**src/rtl/stuck_mon_pkg.sv**
```systemverilog
package stuck_mon_pkg;

    typedef enum logic [1:0] {
        MON_IDLE    = 2'd0,
        MON_TIMING  = 2'd1,
        MON_EXPIRED = 2'd2
    } mon_state_e;

    localparam logic [1:0] SEL_OFF  = 2'b00;
    localparam logic [1:0] SEL_30MS = 2'b01;
    localparam logic [1:0] SEL_15MS = 2'b10;
    localparam logic [1:0] SEL_7MS5 = 2'b11;

endpackage

```
**src/rtl/stuck_limit_sel.sv**
```systemverilog
module stuck_limit_sel #(
    parameter int CLK_HZ = 250_000_000,
    parameter int CW     = 23
) (
    input  logic [1:0]    sel,
    output logic          enable,
    output logic [CW-1:0] limit
);
    import stuck_mon_pkg::*;

    localparam int L30 = CLK_HZ / 100 * 3;
    localparam int L15 = CLK_HZ / 200 * 3;
    localparam int L7  = CLK_HZ / 400 * 3;

    always_comb begin
        enable = 1'b1;
        limit  = '0;
        unique case (sel)
            SEL_OFF:  enable = 1'b0;
            SEL_30MS: limit  = CW'(L30);
            SEL_15MS: limit  = CW'(L15);
            SEL_7MS5: limit  = CW'(L7);
            default:  enable = 1'b0;
        endcase
    end

endmodule

```
**src/rtl/stuck_low_counter.sv**
```systemverilog
module stuck_low_counter #(
    parameter int CW = 23
) (
    input  logic          clk,
    input  logic          rst_n,
    input  logic          run,
    input  logic [CW-1:0] limit,
    output logic          hit
);
    logic [CW-1:0] cnt;

    always_ff @(posedge clk or negedge rst_n) begin
        if (!rst_n)
            cnt <= '0;
        else if (!run)
            cnt <= '0;
        else if (cnt < limit)
            cnt <= cnt + CW'(1);
    end

    assign hit = run && (cnt >= limit - CW'(1));

    assert_cnt_cleared_R2: assert property (@(posedge clk) disable iff (!rst_n)
        !run |=> (cnt == '0));

    assert_cnt_moves_R1: assert property (@(posedge clk) disable iff (!rst_n)
        (run && cnt < limit) |=> (cnt == $past(cnt) + CW'(1)));

endmodule

```
**src/rtl/stuck_mon_fsm.sv**
```systemverilog
module stuck_mon_fsm (
    input  logic clk,
    input  logic rst_n,
    input  logic en,
    input  logic low_any,
    input  logic hit,
    input  logic clr,
    output logic disconnect,
    output logic tmo_now,
    output logic tmo_latched
);
    import stuck_mon_pkg::*;

    mon_state_e state, nxt;
    logic       entry;

    always_comb begin
        nxt = state;
        unique case (state)
            MON_IDLE:    if (en && low_any) nxt = hit ? MON_EXPIRED : MON_TIMING;
            MON_TIMING:  if (!en || !low_any) nxt = MON_IDLE;
                         else if (hit) nxt = MON_EXPIRED;
            MON_EXPIRED: if (!en || !low_any) nxt = MON_IDLE;
            default:     nxt = MON_IDLE;
        endcase
    end

    assign entry = (nxt == MON_EXPIRED) && (state != MON_EXPIRED);

    always_ff @(posedge clk or negedge rst_n) begin
        if (!rst_n) state <= MON_IDLE;
        else        state <= nxt;
    end

    always_ff @(posedge clk or negedge rst_n) begin
        if (!rst_n) begin
            disconnect  <= 1'b0;
            tmo_now     <= 1'b0;
            tmo_latched <= 1'b0;
        end else begin
            disconnect <= entry;
            tmo_now    <= (nxt == MON_EXPIRED);
            if (entry)    tmo_latched <= 1'b1;
            else if (clr) tmo_latched <= 1'b0;
        end
    end

    assert_no_disc_off_R4: assert property (@(posedge clk) disable iff (!rst_n)
        !en |=> (!disconnect && !tmo_now));

    assert_pulse_single_R5: assert property (@(posedge clk) disable iff (!rst_n)
        disconnect |=> !disconnect);

    assert_now_recovers_R6: assert property (@(posedge clk) disable iff (!rst_n)
        (tmo_now && !low_any) |=> !tmo_now);

    assert_latch_holds_R7: assert property (@(posedge clk) disable iff (!rst_n)
        (tmo_latched && !clr) |=> tmo_latched);

    assert_set_wins_R8: assert property (@(posedge clk) disable iff (!rst_n)
        $rose(tmo_now) |-> tmo_latched);

endmodule

```
**src/rtl/stuck_bus_monitor.sv**
```systemverilog
module stuck_bus_monitor #(
    parameter int CLK_HZ = 250_000_000
) (
    input  logic       clk,
    input  logic       rst_n,
    input  logic       sda_high,
    input  logic       scl_high,
    input  logic [1:0] tmo_sel,
    input  logic       clr_strobe,
    output logic       disconnect,
    output logic       tmo_now,
    output logic       tmo_latched,
    output logic       alert_req
);
    localparam int CW = $clog2(CLK_HZ / 100 * 3 + 1);

    logic          en;
    logic          low_any;
    logic          hit;
    logic [CW-1:0] limit;

    assign low_any = !sda_high || !scl_high;

    stuck_limit_sel #(.CLK_HZ(CLK_HZ), .CW(CW)) u_sel (
        .sel    (tmo_sel),
        .enable (en),
        .limit  (limit)
    );

    stuck_low_counter #(.CW(CW)) u_cnt (
        .clk   (clk),
        .rst_n (rst_n),
        .run   (en && low_any),
        .limit (limit),
        .hit   (hit)
    );

    stuck_mon_fsm u_fsm (
        .clk         (clk),
        .rst_n       (rst_n),
        .en          (en),
        .low_any     (low_any),
        .hit         (hit),
        .clr         (clr_strobe),
        .disconnect  (disconnect),
        .tmo_now     (tmo_now),
        .tmo_latched (tmo_latched)
    );

    assign alert_req = tmo_latched;

    assert_alert_tracks_R9: assert property (@(posedge clk) disable iff (!rst_n)
        alert_req == tmo_latched);

endmodule

```
**config.mk**
```make
export PLATFORM = sky130hd
export DESIGN_NAME = stuck_bus_monitor
export DESIGN_NICKNAME = d
export VERILOG_FILES = /design/src/rtl/stuck_mon_pkg.sv /design/src/rtl/stuck_limit_sel.sv /design/src/rtl/stuck_low_counter.sv /design/src/rtl/stuck_mon_fsm.sv /design/src/rtl/stuck_bus_monitor.sv
export SDC_FILE = /design/constraint.sdc
export NUM_CORES = 1
export LEC_CHECK = 0
export ABC_CLOCK_PERIOD_IN_PS = 4750
export CAP_MARGIN = 5
export CORE_MARGIN = 1
export CORE_UTILIZATION = 40
export DETAILED_ROUTE_END_ITERATION = 10
export DONT_BUFFER_PORTS = 1
export PLACE_DENSITY_LB_ADDON = 0.25
export SYNTH_ARGS = -nofsm -noshare
export SYNTH_HDL_FRONTEND = slang
export SYNTH_SLANG_ARGS = --single-unit
```
**constraint.sdc**
```tcl
create_clock -name clk -period 4.75 [get_ports clk]
set_input_delay 0.95 -clock clk [delete_from_list [all_inputs] [get_ports clk]]
set_output_delay 0.95 -clock clk [all_outputs]
set_load 0.01 [all_outputs]
```
==> metrics.yaml, run 1 <==
slew_headroom: 0.447
worst_path_max_delay_cell: "or4_1"
cts_tree: "built"
grt_use_total: 0.191
dieArea_mm2: 0.00636
syn2layout_area_growth_pct: 3.26
cts_resized: 0
ys_seq_area_frac: 0.290
clk_pin_slew_ps: 100
crit_type: "in -> reg"
worstPathBufferInverterCount: 3
post-cts-setup-buffers: 0
drv_slew: 0
totalWireLength_um: 5570
timing.fmax_mhz: 283
setup_violations: 0
root_buffer: "clkbuf_8"
synth_top_area_frac: 0.290
crit_path_max_fanout: 18
cts_buffers: 3
mappedNetlistArea_mm2: 0.00242
wire_per_inst_um: 16.8
worst_ep_required_time_ps: 4940
layout-drive-gt1-share: 0.0423
antenna_found_initial: 0
rsz0062_at_grt: "no"
max_slew.worst_pin.slew_ps: 828
numClockSinks: 28
r2r-end: "u_cnt.cnt[19]"
grt_max_degree: 47
arrival_ps: 3730
hold_violations: 0
synth_cell_types: 42
synth_fp_nets: 317
endpoint_kind: "register"
fin_crit_sh: 0.744
grt-ovfl-total: 0
crit_path_start_kind: "input port"
ys_warn_count: 0
yosys_most_used_dff: "dfrtp_1"
yosysTopAreaCell: "dfrtp_1"
synthAdderAreaFrac: 0.228
ys_seq_elements: 28
io_buffers: 0
synth-edff-count: 0
die_w_um: 79.8
reg2regPathDepth: 7
ant_nets: 0
hold_buffers: 0
layout.nets: 312
hp-class: "in -> async"
io_pins: 11
vias_per_cell: 6.16
antennaDiodeCount: 0
vdd_drop_max_uv: 85.1
cpMostUsedCell: "inv_1"
timing.rr.start: "u_cnt.cnt[18]"
synth_xor_area_frac: 0.00724
path_depth: 11
start_util: 0.426
chipHeight_um: 79.8
synth_cells: 266
endpoint: "u_cnt.cnt[19]"
grt_pass1_wl_um: 9310
core_area_mm2: 0.00568
critical-path-max-stage-delay_ps: 570
fin_util: 0.440
synth_top_family_by_area: "adder cells"
synth-simple-area-share: 0.215
leakagePower_nw: 1.09
htree_num_levels: 1
yosys-top-cells-area: "dfrtp_1 (29%), ha_1 (23%), a21oi_1 (7.0%)"
clockBufferDepth: 2
min_period_ps: 3530
cap_viol_max_count: 0
rows: 27
drt_iter0_drc: 76
p_per_area_mw_per_mm2: 184
synth_mux_area_frac: 0
routabilityCongestion: 0.881
post-dp-hpwl_um: 4350
regToRegSetupSlack_ps: 1990
finalClockSkew_ps: 3.94
crit_start: "tmo_sel[1]"
vias: 2045
grt_pass1_vias: 1900
drt_pre_antenna_iters: 4
fin_tns_setup_ps: 0
critPathTopFamily: "simple AND/OR/NAND/NOR gates"
async_flop_share: 1.00
syn_area_per_cell_um2: 9.09
outcome: "completed"
crit_chain: "inv_1, ha_1, inv_1, o21ai_0, ha_1, nand4_1, inv_1, a221oi_4, nand2_1, or4_1, a21oi_1"
post-route-drc-count: 0
synth-compound-area-share: 0.213
clk_latency_ps: 280
worst min-delay path by stage:
stage	end	slack, ps
final	u_fsm.state[1]	350
after global routing	u_fsm.state[0]	320
after CTS	u_cnt.cnt[3]	340
after detailed placement	u_fsm.state[1]	520
after global placement	u_fsm.state[1]	530
after floorplan	u_fsm.disconnect	500
sequential cells by signal, indices dropped and copies added, names as in the netlist:
register	cells
u_cnt.cnt	23
u_fsm.tmo_now	1
u_fsm.state	2
u_fsm.disconnect	1
u_fsm.tmo_latched	1
kinds of logic after synthesis:
logic type / count (synthesis)
compound gates: 80
xor+xnor: 2
fa+ha+maj: 44
buf+inv: 22
flops: 28
simple gates: 90
cells in the final DEF (no fill, tap or decap), types with 6 or more instances in the layout:
master	n
a21oi_1	34
o31ai_1	12
nand2_1	24
dfrtp_1	28
o21ai_0	14
nand4_1	11
or3_1	9
nor2_1	6
ha_1	44
nand3_1	8
or4_1	10
inv_1	11
worst reg2reg max path, delay by kind of cell (launching register included):
family,cells,cell delay (ps)
flip-flops,1,480
AO/OA/AOI/OAI,4,880
adder cells (fa/ha/maj),1,350
AND/OR/NAND/NOR,2,980
routing by layer:
metal / GRT usage / vias to the layer above / share of wire
li1: - / 1016 / -
met1: 0.278 / 991 / 0.52
met2: 0.288 / 29 / 0.44
met3: 0.0251 / 9 / 0.021
met4: 0.0696 / 0 / 0.020
met5: 0 / - / 0
through the flow:
stage | setup WS, ps | std cells | instance area (µm²) | hold slack, ps | total power [mW]
6_report | 1220 | 332 | 2500 | 353 | 0.459
2_1_floorplan | 1410 | 266 | 2420 | 498 | 0.297
4_1_cts | 1230 | 332 | 2500 | 342 | 0.466
3_5_place_dp | 938 | 328 | 2440 | 523 | 0.311
3_3_place_gp | 1040 | 328 | 2440 | 526 | 0.310
5_1_grt | 962 | 332 | 2500 | 319 | 0.486
cells in the mapped netlist (5+ instances only):
cell type,instances
ha_1,44
a21oi_1,34
dfrtp_1,28
nand2_1,24
o21ai_0,14
o31ai_1,12
inv_1,11
nand4_1,11
or4_1,10
or3_1,9
nand3_1,8
nor2_1,6
nor3_1,5
power by group:
part / internal (mW) / switching, mW / total (mW)
clock: 0.0744 / 0.0770 / 0.151
sequential: 0.243 / 0.00551 / 0.249
combinational: 0.0211 / 0.0376 / 0.0587
cell type report:
| cell class | count | area [µm²] |
|---|---|---|
| clock buffer | 4 | 55.1 |
| fill | 555 | 3180 |
| inverter | 11 | 41.3 |
| multi-input combinational | 216 | 1600 |
| sequential | 28 | 701 |
| tap | 72 | 90.1 |
| timing repair buffer | 1 | 7.51 |
Power figures use the tool's default switching activity.
==> run 2, diff against run 1 <==
--- a/config.mk
+++ b/config.mk
@@ -5,7 +5,7 @@
 export SDC_FILE = /design/constraint.sdc
 export NUM_CORES = 1
 export LEC_CHECK = 0
-export ABC_CLOCK_PERIOD_IN_PS = 4750
+export ABC_CLOCK_PERIOD_IN_PS = 2950
 export CAP_MARGIN = 5
 export CORE_MARGIN = 1
 export CORE_UTILIZATION = 40
==> constraint.sdc (replaced) <==
create_clock -name clk -period 2.95 [get_ports clk]
set_input_delay 0.59 -clock clk [delete_from_list [all_inputs] [get_ports clk]]
set_output_delay 0.59 -clock clk [all_outputs]
set_load 0.01 [all_outputs]
==> run 2 against run 1 <==
Against the previous run: setup slack got worse by 930 ps; first-iteration DRC count increased by 41%; combinational power increased by 98%; die area unchanged; largest power group unchanged; hold slack got worse by 240 ps; clock power increased by 110%; final cell count increased by 5.1%; flip-flop and latch count unchanged; wire length increased by 5.7%; sequential share of layout area decreased by 1.7 points; count of clock-buffer cells in the layout decreased by 1.
==> metrics.yaml, run 2 (synthesis gave the netlist of run 1 again) <==
outcome: "completed"
arrival_ps: 2870
netSwitchingFraction: 0.253
cap_viol_max_count: 0
internal_power_uw: 618
htree_num_levels: 1
timing.fmax_mhz: 376
worstPathBufferInverterCount: 3
critPathTopFamily: "compound AO/OA/AOI/OAI gates"
p_clk_frac: 0.376
wire_per_inst_um: 16.9
io_buffers: 0
p_switching_uw: 210
grt_max_degree: 29
power_frac_comb: 0.140
cts_buffers: 3
top_regs: "u_cnt.cnt (23), u_fsm.state (2)"
vias: 2086
largest_reg_flops: 23
dieArea_mm2: 0.00636
seqPwrFrac: 0.484
report.power.total_uw: 828
slew_headroom: 0.521
grt_pass1_wl_um: 9880
dpl.cell_count: 344
final_common_cell: "ha_1"
rsz0062_at_grt: "no"
fin_util: 0.468
grt_pass1_vias: 1997
drt_pre_antenna_iters: 4
grt-ovfl-total: 0
leakagePower_nw: 1.18
antennaDiodeCount: 0
worst_ep_required_time_ps: 3160
clockBufferDepth: 2
worst_path_max_delay_cell: "or4b_1"
die_w_um: 79.8
post-route-drc-count: 0
setup_violations: 0
fin_hold_ws_ps: 113
max_slew.worst_pin.slew_ps: 719
syn2layout_area_growth_pct: 9.83
hp-class: "in -> async"
layout-drive-gt1-share: 0.105
crit_path_max_fanout: 16
routabilityCongestion: 0.795
post-cts-setup-buffers: 0
start_util: 0.426
p_per_area_mw_per_mm2: 312
hold_violations: 0
numClockSinks: 28
crit_chain: "inv_1, ha_2, inv_1, o21ai_1, ha_1, nor2b_1, o211ai_1, a21oi_1, o31a_1, buf_4, or4b_1, a21oi_1"
totalWireLength_um: 5890
grt_use_total: 0.200
cts_tree: "built"
antenna_found_initial: 0
final_cells: 349
io_pins: 11
endpoint_kind: "register"
ant_nets: 0
final_cell_mix: "ha_1 (43), a21oi_1 (34), dfrtp_1 (28)"
finalClockSkew_ps: 4.09
clk_pin_slew_ps: 100
rows: 27
max_flop_register: "u_cnt.cnt"
chipHeight_um: 79.8
post-dp-hpwl_um: 4540
drv_slew: 0
min_period_ps: 2660
core_area_mm2: 0.00568
root_buffer: "clkbuf_8"
crit_path_start_kind: "input port"
drt_iter0_drc: 107
fin_crit_sh: 0.902
critical-path-max-stage-delay_ps: 510
layout.nets: 329
vias_per_cell: 5.98
fin_tns_setup_ps: 0
crit_type: "in -> reg"
vdd_drop_max_uv: 231
clk_latency_ps: 280
## run 2: cell types whose count changed in the layout (fill, tap and decap cells not counted)
cell,change
ha_1,-1
ha_2,+1
clkbuf_8,-1
o21ai_0,-1
o21ai_1,+1
buf_12,+1
bufinv_16,+1
buf_4,+16
## run 2: layer usage
| metal | vias to the layer above | GRT usage | wire length [µm] |
|---|---|---|---|
| met5 | - | 0 | 0 |
| met4 | 0 | 0.0339 | 34 |
| met3 | 4 | 0.0286 | 222 |
| met2 | 31 | 0.320 | 2600 |
| met1 | 1004 | 0.290 | 3040 |
| li1 | 1047 | - | - |
## run 2: timing repair
item | 4_1_cts | 5_1_grt
hold buffers | 1 | 0
gates resized for setup | 0 | 1
hold endpoints to repair | 28 | 0
endpoints found under the setup margin | 0 | 2
## run 2: path summary, 6_finish.rpt
path                       cells after the start                end           start  slack [ps]
setup reg to reg                               7      u_cnt.cnt[15]   u_cnt.cnt[10]         570
hold reg to reg                                2     u_fsm.state[1]  u_fsm.state[0]         540
max in group asynchronous                      1       u_cnt.cnt[6]           rst_n        2670
setup / recovery                              12      u_cnt.cnt[15]      tmo_sel[1]         290
hold / removal                                 1       u_cnt.cnt[2]           rst_n         110
min in group clk                               1  u_fsm.tmo_latched      clr_strobe         400
## run 2: layout make-up
type | instances | area (µm²)
clock buffer | 3 | 41.3
inverter | 11 | 41.3
sequential | 28 | 701
tap | 72 | 90.1
clock inverter | 1 | 30.0
fill | 552 | 3020
multi-input combinational | 216 | 1610
timing repair buffer | 18 | 148
## run 2: power by group through the flow
| stage | Combinational, mW | Sequential, mW | Clock, mW |
|---|---|---|---|
| floorplan | 0.0729 | 0.405 | 0 |
| global placement | 0.103 | 0.408 | 0 |
| detailed placement | 0.105 | 0.408 | 0 |
| CTS | 0.117 | 0.400 | 0.321 |
| global route | 0.134 | 0.402 | 0.341 |
| finish | 0.116 | 0.401 | 0.311 |
## run 2: worst reg2reg max path: stages (launching register included)
cell and delay [ps]:
dfrtp_1 490, ha_1 270, nor4_2 260, nor3_1 70, o31a_1 340, buf_4 200, or4b_1 510, a21oi_1 160
## run 2: metrics by stage
step,setup slack [ps],cell area [µm²]
final,288,2660
after global routing,90.4,2660
after CTS,184,2660
after detailed placement,-103,2560
after global placement,-90.4,2560
after floorplan,14.6,2420
